## config.mk

```make
export PLATFORM = sky130hd
export DESIGN_NAME = lsu_bus_splitter
export DESIGN_NICKNAME = d
export VERILOG_FILES = /design/src/rtl/lsu_split_pkg.sv /design/src/rtl/lsu_piece_plan.sv /design/src/rtl/lsu_wr_steer.sv /design/src/rtl/lsu_rd_gather.sv /design/src/rtl/lsu_bus_splitter.sv
export SDC_FILE = /design/constraint.sdc
export NUM_CORES = 1
export LEC_CHECK = 0
export BUFFER_PORTS_ARGS = -buffer_cell sky130_fd_sc_hd__buf_2
export CORE_MARGIN = 2
export CORE_UTILIZATION = 63
export DETAILED_ROUTE_END_ITERATION = 8
export PLACE_DENSITY = 0.93
export SYNTH_ARGS = -nofsm -noshare
export SYNTH_HDL_FRONTEND = slang
export SYNTH_SLANG_ARGS = --single-unit
```

## constraint.sdc

```tcl
create_clock -name clk -period 12.2 [get_ports clk]
set_clock_uncertainty 0.1 [all_clocks]
set_input_delay 0.61 -clock clk [delete_from_list [all_inputs] [get_ports clk]]
set_output_delay 0.61 -clock clk [all_outputs]
set_load 0.05 [all_outputs]
```

## src/rtl/lsu_split_pkg.sv

```systemverilog
package lsu_split_pkg;

    typedef enum logic [1:0] {
        ST_IDLE,
        ST_ISSUE,
        ST_WAIT,
        ST_RESP
    } split_state_e;

    // Operand byte (counted from the LSB) that a lane carries in the current piece
    function automatic int opnd_byte_of_lane(int op_bytes, int done_bytes, int cur_off, int lane);
        return op_bytes - 1 - (done_bytes + lane - cur_off);
    endfunction

    // Lane that carries a given operand byte (counted from the LSB) in the current piece
    function automatic int lane_of_opnd_byte(int op_bytes, int done_bytes, int cur_off, int obyte);
        return cur_off + (op_bytes - 1 - obyte) - done_bytes;
    endfunction

endpackage

```

## src/rtl/lsu_piece_plan.sv

```systemverilog
module lsu_piece_plan #(
    parameter  int LANES   = 8,
    parameter  int WORD_B  = 4,
    localparam int LANE_W  = $clog2(LANES),
    localparam int CNT_W   = LANE_W + 1,
    localparam int WORD_SH = $clog2(WORD_B)
) (
    input  logic [LANE_W-1:0] cur_off,
    input  logic [CNT_W-1:0]  remain,
    output logic [CNT_W-1:0]  piece_len,
    output logic [LANE_W-1:0] tsize,
    output logic [LANES-1:0]  lanes
);

    logic [CNT_W-1:0] room;

    always_comb begin
        // bytes left before the next word boundary
        room = CNT_W'(WORD_B) - CNT_W'(cur_off[WORD_SH-1:0]);
        if (remain == CNT_W'(LANES) && cur_off == '0) begin
            piece_len = CNT_W'(LANES);
        end else if (remain < room) begin
            piece_len = remain;
        end else begin
            piece_len = room;
        end
        tsize = (piece_len == CNT_W'(LANES)) ? '0 : piece_len[LANE_W-1:0];
        for (int n = 0; n < LANES; n++) begin
            lanes[n] = (n >= int'(cur_off)) && (n < int'(cur_off) + int'(piece_len));
        end
    end

endmodule

```

## src/rtl/lsu_wr_steer.sv

```systemverilog
module lsu_wr_steer
    import lsu_split_pkg::*;
#(
    parameter  int LANES  = 8,
    localparam int DW     = LANES * 8,
    localparam int LANE_W = $clog2(LANES),
    localparam int CNT_W  = LANE_W + 1
) (
    input  logic [DW-1:0]     operand,
    input  logic [CNT_W-1:0]  op_bytes,
    input  logic [CNT_W-1:0]  done_bytes,
    input  logic [LANE_W-1:0] cur_off,
    input  logic [LANES-1:0]  lanes,
    output logic [DW-1:0]     lane_data
);

    for (genvar n = 0; n < LANES; n++) begin : g_lane
        int                src;
        logic [LANE_W-1:0] src_sel;
        logic              in_range;

        assign src      = opnd_byte_of_lane(int'(op_bytes), int'(done_bytes), int'(cur_off), n);
        assign in_range = (src >= 0) && (src < LANES);
        assign src_sel  = src[LANE_W-1:0];
        assign lane_data[DW-1-8*n -: 8] = (lanes[n] && in_range) ?
                                          operand[8*int'(src_sel) +: 8] : 8'h00;
    end

endmodule

```

## src/rtl/lsu_rd_gather.sv

```systemverilog
module lsu_rd_gather
    import lsu_split_pkg::*;
#(
    parameter  int LANES  = 8,
    localparam int DW     = LANES * 8,
    localparam int LANE_W = $clog2(LANES),
    localparam int CNT_W  = LANE_W + 1
) (
    input  logic              clk,
    input  logic              rst_n,
    input  logic              clear,
    input  logic              capture,
    input  logic [DW-1:0]     bus_rdata,
    input  logic [LANES-1:0]  lanes,
    input  logic [LANE_W-1:0] cur_off,
    input  logic [CNT_W-1:0]  op_bytes,
    input  logic [CNT_W-1:0]  done_bytes,
    output logic [DW-1:0]     result
);

    for (genvar b = 0; b < LANES; b++) begin : g_byte
        int                ln;
        logic [LANE_W-1:0] ln_sel;
        logic              hit;
        logic [7:0]        acc_q;

        assign ln     = lane_of_opnd_byte(int'(op_bytes), int'(done_bytes), int'(cur_off), b);
        assign ln_sel = ln[LANE_W-1:0];
        assign hit    = capture && (ln >= 0) && (ln < LANES) && lanes[ln_sel];

        always_ff @(posedge clk) begin
            if (!rst_n) begin
                acc_q <= 8'h00;
            end else if (clear) begin
                acc_q <= 8'h00;
            end else if (hit) begin
                acc_q <= bus_rdata[DW-1-8*int'(ln_sel) -: 8];
            end
        end

        assign result[8*b +: 8] = acc_q;
    end

endmodule

```

## src/rtl/lsu_bus_splitter.sv

```systemverilog
module lsu_bus_splitter
    import lsu_split_pkg::*;
#(
    parameter  int ADDR_W = 32,
    parameter  int LANES  = 8,
    parameter  int WORD_B = 4,
    localparam int DW     = LANES * 8,
    localparam int LANE_W = $clog2(LANES),
    localparam int SZ_W   = $clog2(LANE_W + 1)
) (
    input  logic              clk,
    input  logic              rst_n,
    input  logic              req_valid,
    output logic              req_ready,
    input  logic              req_we,
    input  logic [ADDR_W-1:0] req_addr,
    input  logic [SZ_W-1:0]   req_size,
    input  logic [DW-1:0]     req_wdata,
    output logic              rsp_valid,
    output logic [DW-1:0]     rsp_rdata,
    output logic              bus_start,
    output logic              bus_we,
    output logic [ADDR_W-1:0] bus_addr,
    output logic [LANE_W-1:0] bus_tsize,
    output logic [LANES-1:0]  bus_lanes,
    output logic [DW-1:0]     bus_wdata,
    input  logic              bus_ack,
    input  logic [DW-1:0]     bus_rdata
);

    localparam int CNT_W = LANE_W + 1;

    split_state_e      state_q, state_d;
    logic [ADDR_W-1:0] cur_addr_q;
    logic [CNT_W-1:0]  done_q;
    logic [CNT_W-1:0]  total_q;
    logic              we_q;
    logic [DW-1:0]     wdata_q;

    logic              accept;
    logic              acked;
    logic              last_piece;
    logic [CNT_W-1:0]  remain;
    logic [CNT_W-1:0]  piece_len;

    assign accept     = (state_q == ST_IDLE) && req_valid;
    assign acked      = (state_q == ST_WAIT) && bus_ack;
    assign remain     = total_q - done_q;
    assign last_piece = (done_q + piece_len) == total_q;

    // state register
    always_ff @(posedge clk) begin
        if (!rst_n) begin
            state_q <= ST_IDLE;
        end else begin
            state_q <= state_d;
        end
    end

    // transitions
    always_comb begin
        state_d = state_q;
        unique case (state_q)
            ST_IDLE:  if (accept) state_d = ST_ISSUE;
            ST_ISSUE: state_d = ST_WAIT;
            ST_WAIT:  if (bus_ack) state_d = last_piece ? ST_RESP : ST_ISSUE;
            ST_RESP:  state_d = ST_IDLE;
            default:  state_d = ST_IDLE;
        endcase
    end

    // outputs decoded from state
    always_comb begin
        req_ready = 1'b0;
        bus_start = 1'b0;
        rsp_valid = 1'b0;
        unique case (state_q)
            ST_IDLE:  req_ready = 1'b1;
            ST_ISSUE: bus_start = 1'b1;
            ST_WAIT:  ;
            ST_RESP:  rsp_valid = 1'b1;
            default:  ;
        endcase
    end

    // request context and byte cursor
    always_ff @(posedge clk) begin
        if (!rst_n) begin
            cur_addr_q <= '0;
            done_q     <= '0;
            total_q    <= '0;
            we_q       <= 1'b0;
            wdata_q    <= '0;
        end else if (accept) begin
            cur_addr_q <= req_addr;
            done_q     <= '0;
            total_q    <= CNT_W'(1) << req_size;
            we_q       <= req_we;
            wdata_q    <= req_wdata;
        end else if (acked) begin
            cur_addr_q <= cur_addr_q + ADDR_W'(piece_len);
            done_q     <= done_q + piece_len;
        end
    end

    lsu_piece_plan #(
        .LANES  (LANES),
        .WORD_B (WORD_B)
    ) plan_i (
        .cur_off   (cur_addr_q[LANE_W-1:0]),
        .remain    (remain),
        .piece_len (piece_len),
        .tsize     (bus_tsize),
        .lanes     (bus_lanes)
    );

    lsu_wr_steer #(
        .LANES (LANES)
    ) steer_i (
        .operand    (wdata_q),
        .op_bytes   (total_q),
        .done_bytes (done_q),
        .cur_off    (cur_addr_q[LANE_W-1:0]),
        .lanes      (bus_lanes),
        .lane_data  (bus_wdata)
    );

    lsu_rd_gather #(
        .LANES (LANES)
    ) gather_i (
        .clk        (clk),
        .rst_n      (rst_n),
        .clear      (accept),
        .capture    (acked && !we_q),
        .bus_rdata  (bus_rdata),
        .lanes      (bus_lanes),
        .cur_off    (cur_addr_q[LANE_W-1:0]),
        .op_bytes   (total_q),
        .done_bytes (done_q),
        .result     (rsp_rdata)
    );

    assign bus_addr = cur_addr_q;
    assign bus_we   = we_q;

endmodule

```

==> results.txt, run 1 <==
The run finished, with violations left. The final reports fail on DRC. For the worst setup path, the data arrival time is approximately 6.5 ns. The share of the core filled with cells came out at 0.732.

After detailed routing, the number of remaining DRC violations is 1. For met3 alone, demand over resource in global routing was 0.166. In this run, synthesis produced a sequential element count of about 170. The number of setup violations in the final report is 0. The post-synth design cell area is ~18000 um2. The final sum of negative setup slack is 0 ns. Across every metal layer, demand over resource in global routing totals 0.455. In this run the critical register-to-register path is captured at gather_i.g_byte[5].acc_q[5]$_SDFFE_PP0P_. The biggest area contributor in the post-synthesis netlist is sky130_fd_sc_hd__mux4_2. The internal portion of total power came out at approximately 0.0018 W. The share of total power in sequential cells is 0.173. The startpoint identified for the worst register-to-register timing path is total_q[0]$_SDFFE_PN0P_. The placement row count is 62. The remaining global-route overflow came out at 0. The number of port buffers is between 300 and 400.

The average cell area after synthesis came out at 8.60 um2. In this run the most used layer during global routing was met2. The clock passes through at most 2 buffers. The number of nets in the synthesized netlist came out at about 2500.

In the global route stage, met1 resource usage came out at 0.525. The H-tree depth came out at 4. For this design the top-level I/O count stands at roughly 340. The die is ~180 um tall. In this run, the number of DRC markers left after iteration 0 of detailed routing was roughly 2900. For this run, asynchronously set or reset flops after synthesis account for 0.

The worst setup path is captured at an output port. The post-CTS clock slew at the launch and capture registers of the worst setup and hold paths is roughly 0.08 ns. The die covers around 31000 um2. Post-CTS timing repair inserted 0 buffers for setup. The sum of net half-perimeters after detailed placement came out at just over 50 mm.

For this configuration, the core starts out at a cell density of 0.641. The maximum operating frequency is around 0.14 GHz. The maximum vdd ir drop is between 0.1 and 0.15 mV. Once the clock tree was built, the resizer swapped 0 gates to a different size.

The worst hold path begins at req_wdata[40]. The count of nets left with antenna violations once routing finished came out at 0. The most used flip-flop cell after synthesis is sky130_fd_sc_hd__dfxtp_1. The final standard cell count with taps included and fillers excluded came out at roughly 2800.

Clock tree synthesis found a total of 171 sinks. Of the post-synthesis cell area, the dominant cell type holds 0.195. The power per cell area is roughly 180 nW/um2. The synthesized instance count came out at between 2000 and 2500. The final-report max-slew violation count is 0.

By area the synthesized netlist is led by sky130_fd_sc_hd__mux4_2 20%, sky130_fd_sc_hd__dfxtp_1 19%, sky130_fd_sc_hd__ha_1 9.5%, sky130_fd_sc_hd__nand2_1 7.1%, sky130_fd_sc_hd__a21oi_1 5.3%. The final estimated routing congestion in global placement came out at a little over 1. The required time reported for the critical path endpoint came out at between 10 and 15 ns. The total non-filler cell area in the finished layout came out at roughly 21000 um2. The average wire length per cell after detail routing came out at roughly 25 um. The maximum number of pins on one net before global-route repair came out at 89.

The total vias in the final route is between 15000 and 20000. The max-cap violation count is 0. The buffer cell driving the clock tree root is sky130_fd_sc_hd__clkbuf_16.

The hold violation count in the final report came to 0. The initial antenna violation count came to 4. The CTS buffer count came out at 17. The layout overhead on the synthesized area is 14.1%.

The fill cell total of the finished layout is 2108. The reported net switching power is roughly 0.0019 W. The switching power share of the total is 0.510. The commonest cells after synthesis are 350 x sky130_fd_sc_hd__nand2_1, 195 x sky130_fd_sc_hd__a21oi_1, 171 x sky130_fd_sc_hd__dfxtp_1, 168 x sky130_fd_sc_hd__nor2_1, 160 x sky130_fd_sc_hd__mux4_2. The hold buffer count at cts came out at 0.

Yosys instantiated no cell more often than sky130_fd_sc_hd__nand2_1. In this run the worst path has a maximum fanout of 16. The leakage power total came out at between 8 and 9 nW. In the finished design, the share of the clock period the worst path needs comes to 0.590. The fraction of layout cells with a size suffix above 1 is 0.251.

The shortest period the worst path allows is around 7.2 ns. The placeable core region is 28800 um2. Setup repair after global routing left no endpoint under its margin.

Counting instances, the worst hold path has a depth of 3. The horizontal die dimension came out at between 150 and 200 um. For hold timing, the worst endpoint is wdata_q[40]$_SDFFE_PN0P_. For this run, the register share of the synthesized area comes to 0.185. For met2 alone, demand over resource in global routing was 0.696. The worst setup path is launched from a flip-flop. The relative contribution of the clock network to total power came out at 0.171. The tightest min-delay check is of the primary input to flip-flop type. The clock network latency to the later pin of the worst-skew pair came out at 0.45 ns.

At the pin with the least slew margin, the transition time is roughly 1.3 ns. The share of power burned in combinational logic came out at 0.656. The first-pass GRT wire length is between 100 and 150 mm.

The instance area at placement is about 20000 um2. The number of unique standard cell types used by synthesis came out at a little over 80. The placed instance count is ~2800. The final layout contains roughly 2800 nets. By startpoint and endpoint, the worst setup path is classified as flip-flop to output port.

The headroom to the max-slew limit came out at 0.163. The Yosys warning count is 0. The wire length after detailed routing came out at between 70 and 80 mm. The count of cells along the worst register-to-register path is 17.

TritonCTS built the clock tree. In the routed layout, each cell is associated on average with a via count of roughly 7.0. The number of enable flip-flop cells after synthesis came out at 0. The first TritonRoute pass finished after 9 iterations. The flop-to-flop setup slack came out at roughly 5.6 ns. Overall power consumption after layout is estimated at approximately 0.0037 W.

The via count of the first global-routing pass came out at 19783.
[power groups by stage]
stage	Clock, W	Sequential [W]	Combinational, W
after detailed placement	0	0.000655	0.00232
final	0.000639	0.000646	0.00246
after global placement	0	0.000652	0.00225
after CTS	0.000626	0.000642	0.00235
after global routing	0.000647	0.000648	0.00261
after floorplan	0	0.000683	0.00165
[cell families (layout without fill, tap and decap cells)]
kind of cell,after synthesis,after routing,share of synthesized area
simple gates,739,739,0.180
buf+inv,247,521,0.0509
other cells,1,2,0.000203
mux,201,201,0.218
xor+xnor,91,91,0.0439
flops,171,171,0.185
compound gates,514,514,0.182
fa+ha+maj,182,182,0.140
[cells in the final DEF (no fill, tap or decap), drive strengths merged, types with 18 or more instances in the layout]
master | synthesis | final
buf | 36 | 366
a21oi | 203 | 203
dfxtp | 171 | 171
mux2i | 32 | 32
nand3 | 21 | 21
a21o | 49 | 49
ha | 140 | 140
o32a | 19 | 19
nor3 | 55 | 55
a211oi | 21 | 21
o21ai | 82 | 82
xor2 | 36 | 36
inv | 122 | 125
mux4 | 160 | 160
nor2 | 168 | 168
nand2b | 28 | 28
xnor2 | 54 | 54
clkbuf | 87 | 20
nor2b | 18 | 18
nand2 | 350 | 350
fa | 41 | 41
[worst max-delay path by stage]
stage / start / to
after CTS: done_q[1]$_SDFFE_PP0P_ / bus_wdata[21]
after detailed placement: done_q[1]$_SDFFE_PP0P_ / bus_wdata[21]
final: done_q[1]$_SDFFE_PP0P_ / bus_wdata[21]
after global routing: done_q[1]$_SDFFE_PP0P_ / bus_wdata[17]
after global placement: done_q[1]$_SDFFE_PP0P_ / bus_wdata[16]
after floorplan: bus_addr[1]$_SDFFE_PN0P_ / bus_wdata[40]
[flip-flops by register name, summed over array words and instances (netlist names)]
register               cells
total_q                    4
state_q                    2
wdata_q                   64
bus_we                     1
done_q                     4
gather_i.g_byte.acc_q     64
bus_addr                  32
[worst max-delay path, stage by stage (launching register included)]
cell and delay [ns]:
sky130_fd_sc_hd__dfxtp_1 0.90, sky130_fd_sc_hd__inv_1 0.49, sky130_fd_sc_hd__ha_1 0.35, sky130_fd_sc_hd__a21oi_1 0.26
sky130_fd_sc_hd__nand3_1 0.17, sky130_fd_sc_hd__nand2_1 0.25, sky130_fd_sc_hd__nand2_1 0.20, sky130_fd_sc_hd__nor2_1 0.13
sky130_fd_sc_hd__a21oi_1 0.07, sky130_fd_sc_hd__nor2_1 0.34, sky130_fd_sc_hd__ha_1 0.33, sky130_fd_sc_hd__and3_1 0.20
sky130_fd_sc_hd__or2_2 0.40, sky130_fd_sc_hd__nand2b_1 0.10, sky130_fd_sc_hd__mux2i_1 0.11, sky130_fd_sc_hd__inv_2 0.21
sky130_fd_sc_hd__o21ai_2 0.19, sky130_fd_sc_hd__or4_1 0.83, sky130_fd_sc_hd__a21oi_2 0.21, sky130_fd_sc_hd__buf_2 0.28
[stage by stage]
stage | worst slack (ns) | hold slack, ns
after floorplan | 5.12 | 0.372
after global placement | 5.77 | 0.342
after detailed placement | 5.56 | 0.356
after CTS | 5.07 | 0.287
after global routing | 4.53 | 0.295
final | 5.00 | 0.288
[metal layers]
layer	vias to the layer above	share of wire
met2	1757	0.44
met5	-	0.00026
met3	458	0.14
met4	2	0.087
met1	9125	0.33
li1	8377	-
[cell type report]
type / count / area, um2 / area share
diodes: 1 / 2.50 / 0.000119
clock buffers: 20 / 457 / 0.0217
clock inverters: 11 / 184 / 0.00874
inverters: 124 / 465 / 0.0221
multi-input cells: 1728 / 14100 / 0.672
flip-flops and latches: 171 / 3420 / 0.163
well taps: 384 / 480 / 0.0228
repair buffers: 366 / 1890 / 0.0900
(Power assumes the default switching activity.)
==> inputs of run 2 (changes only) <==
--- a/config.mk
+++ b/config.mk
@@ -7,9 +7,9 @@
 export LEC_CHECK = 0
 export BUFFER_PORTS_ARGS = -buffer_cell sky130_fd_sc_hd__buf_2
 export CORE_MARGIN = 2
-export CORE_UTILIZATION = 63
+export CORE_UTILIZATION = 58
 export DETAILED_ROUTE_END_ITERATION = 8
-export PLACE_DENSITY = 0.93
+export PLACE_DENSITY = 0.87
 export SYNTH_ARGS = -nofsm -noshare
 export SYNTH_HDL_FRONTEND = slang
 export SYNTH_SLANG_ARGS = --single-unit
==> constraint.sdc (replaced) <==
create_clock -name clk -period 7.4 [get_ports clk]
set_clock_uncertainty 0.1 [all_clocks]
set_input_delay 0.37 -clock clk [delete_from_list [all_inputs] [get_ports clk]]
set_output_delay 0.37 -clock clk [all_outputs]
set_load 0.05 [all_outputs]
==> results.txt, run 2 (same netlist as run 1, synthesis figures left out) <==
STA classifies the critical path startpoint as a flip-flop. The number of stages on the worst hold path is 3. The tool flagged a number of max-cap violations equal to 0.

In the layout the commonest cells are 349 x sky130_fd_sc_hd__nand2_1, 341 x sky130_fd_sc_hd__buf_2, 195 x sky130_fd_sc_hd__a21oi_1. The count of buffers added on input and output ports is ~340. Setup repair after global routing left no endpoint under its margin. The kind of cell with the highest combined delay along the critical path is simple AND/OR/NAND/NOR gates.

The overall die area came out at between 30000 and 40000 um2. The worst register-to-register path ends at gather_i.g_byte[5].acc_q[1]$_SDFFE_PP0P_. Headroom to the max-slew limit came out at 0.158. The layer carrying the most global-route usage is met2. The hold buffer count at cts is 0. In this run the critical register-to-register path is launched from done_q[0]$_SDFFE_PP0P_. The number of setup violations in the final report came out at 0. The hold violation count in the final report came out at 0. The number of cells upsized or downsized after cts is 0. The worst register-to-register path has a depth of 16. Of the cells placed in the final design, the portion with a size suffix greater than 1 is 0.254.

The largest individual stage delay along the critical path comes from the cell sky130_fd_sc_hd__or4_1. The via count of the first global-routing pass is roughly 19000. The net total in the final layout is 2763. The placeable core region came out at approximately 31000 um2.

The die is 182 um tall. The flow ran to the end, and the final reports show no timing, DRC or antenna violations. The post-CTS clock slew at the launch and capture registers of the worst setup and hold paths is ~0.08 ns. The clock network latency to the later pin of the worst-skew pair came out at roughly 0.47 ns.

The data arrival time of the critical path is ~6.1 ns. The detailed-route vias per instance came out at a little under 7. The placement row count came out at 65.

The tightest min-delay check is of the primary input to flip-flop type. The final-report max-slew violation count came to 0. For hold timing, the worst endpoint is bus_we$_SDFFE_PN0P_. Clock tree synthesis inserted a total of 17 buffers.

TritonCTS built the clock tree. The flop-to-flop setup slack is ~1.3 ns. The leakage power total came out at approximately 9.0 nW. The power per cell area is between 200 and 300 nW/um2. The met2 usage is 0.646. The instance area at placement came out at approximately 20000 um2. The horizontal die dimension is approximately 180 um. The shortest period the worst path allows is between 6 and 7 ns.

The critical path is of the flip-flop to output port type. The buffer cell driving the clock tree root is sky130_fd_sc_hd__clkbuf_16. The maximum clock path buffer count is 2.

After global routing the overflow that remains totals 0. Walking the worst path, the cells encountered are ha_1, fa_1, inv_1, ha_1, a21o_1, a21oi_1, nand2_1, nor2_1, a21oi_1, nor2_1, ha_1, and3_1, or2_2, nand2b_1, mux2i_1, inv_2, o21ai_2, or4_1, a21oi_2, buf_2. The maximum vdd ir drop came out at 0.251 mV. The maximum fanout count along the critical path came out at 11.

The clock drives around 170 sinks. The antenna violation net count after detailed routing came out at 0. The first-pass GRT wire length is around 100 mm.

Summed over all nets, the half-perimeter wirelength after detailed placement is just over 50 mm. In the final routed layout, each cell accounts on average for approximately 24 um. The starting density of the core came out at 0.587. The critical path's largest stage delay came out at between 0.8 and 0.9 ns. The all-layer global routing usage is 0.408.

After detailed placement, the design holds a cell count of approximately 2800. The first detailed-routing pass took 9 iterations. The buffer and inverter count on the worst path is 3.

The final estimated routing congestion in global placement is 1.04. The final route contains about 19000 vias. The slew at the pin with the worst max-slew slack is ~1.3 ns. The wire length after detailed routing is 68.2 mm. From synthesis to final layout, the design area changed by 14.3%. The maximum number of pins on one net before global-route repair came out at 89. The post-CTS setup buffer count is 0.

The initial antenna violation count was 3. The final standard cell count with taps included and fillers excluded came out at ~2800. The required time reported for the critical path endpoint is just under 7 ns. STA classifies the critical path endpoint as an output port.

Based on the critical path, the design can be clocked at up to 0.152 GHz. The global-route track usage on met1 came out at 0.477. The post-route DRC violation count came out at 0. Among the stages of the critical path, the cell type that occurs most often is sky130_fd_sc_hd__ha_1. Dividing the final minimum period by the clock period gives 0.891. For met3 alone, demand over resource in global routing was 0.115. The I/O pin total is between 300 and 400. Summing all non-filler instances in the final layout gives an area of 21100 um2. The DRC marker count from the first detailed-route iteration came out at roughly 2600. Adding up every negative setup slack in the final design gives 0 ns. The number of gates on the worst path with buffers counted is 20. The most common cell after layout, fill and taps aside is sky130_fd_sc_hd__nand2_1. The startpoint identified for the worst hold timing path is req_we. The H-tree depth is 4.
==> run 2: cell types whose count changed in the layout (fill, tap and decap cells not counted) <==
cell / change
sky130_fd_sc_hd__inv_6: +2
sky130_fd_sc_hd__clkinv_2: +2
sky130_fd_sc_hd__buf_4: +7
sky130_fd_sc_hd__clkinv_4: -2
sky130_fd_sc_hd__clkbuf_1: -1
sky130_fd_sc_hd__diode_2: +1
sky130_fd_sc_hd__bufinv_16: -2
sky130_fd_sc_hd__inv_8: +1
sky130_fd_sc_hd__clkinvlp_4: +1
==> run 2: worst register-to-register path: cells and delay by family (launching register included) <==
family	cells	cell delay, ns
AO/OA/AOI/OAI	5	1.74
adder cells (fa/ha/maj)	4	1.68
AND/OR/NAND/NOR	5	1.61
flip-flops	1	0.45
multiplexers	1	0.29
XOR/XNOR	1	0.18
==> run 2: metal layers <==
metal / wire length, um / up-vias
met5: 0 / -
met4: 5670 / 0
met3: 8460 / 353
met2: 30600 / 1539
met1: 23500 / 9092
li1: - / 8386
==> run 2: cell type report <==
type	count	area (um2)
Sequential cell	171	3420
Multi-Input combinational cell	1728	14100
Timing Repair Buffer	373	1950
Clock buffer	19	453
Inverter	124	465
Fill cell	2509	10400
Clock inverter	13	153
Tap cell	402	503
Antenna cell	2	5.00
==> run 2: worst max path at each step <==
stage                                   startpoint             to
after floorplan           bus_addr[1]$_SDFFE_PN0P_  bus_wdata[40]
after global placement      done_q[0]$_SDFFE_PP0P_  bus_wdata[18]
after detailed placement    done_q[0]$_SDFFE_PP0P_  bus_wdata[20]
after CTS                   done_q[0]$_SDFFE_PP0P_  bus_wdata[20]
after global routing        done_q[0]$_SDFFE_PP0P_  bus_wdata[20]
final                       done_q[0]$_SDFFE_PP0P_  bus_wdata[20]
==> run 2: stage by stage <==
stage                     total power (W)   util  hold WS [ns]  setup WS, ns
final                             0.00603  0.670        0.0365         0.806
after global routing              0.00632  0.670        0.0394         0.428
after CTS                         0.00589  0.670        0.0231         0.856
after detailed placement          0.00489  0.651         0.353          1.38
after global placement            0.00479  0.651         0.345          1.53
after floorplan                   0.00384      -         0.372         0.563
==> run 2: power breakdown <==
part           internal, W  leakage, nW  total (W)  switching [W]
registers         0.000975         1.40    0.00107      0.0000907
clock network     0.000525        0.299   0.000980       0.000456
logic              0.00146         7.28    0.00398        0.00252
total              0.00296         8.98    0.00603        0.00307
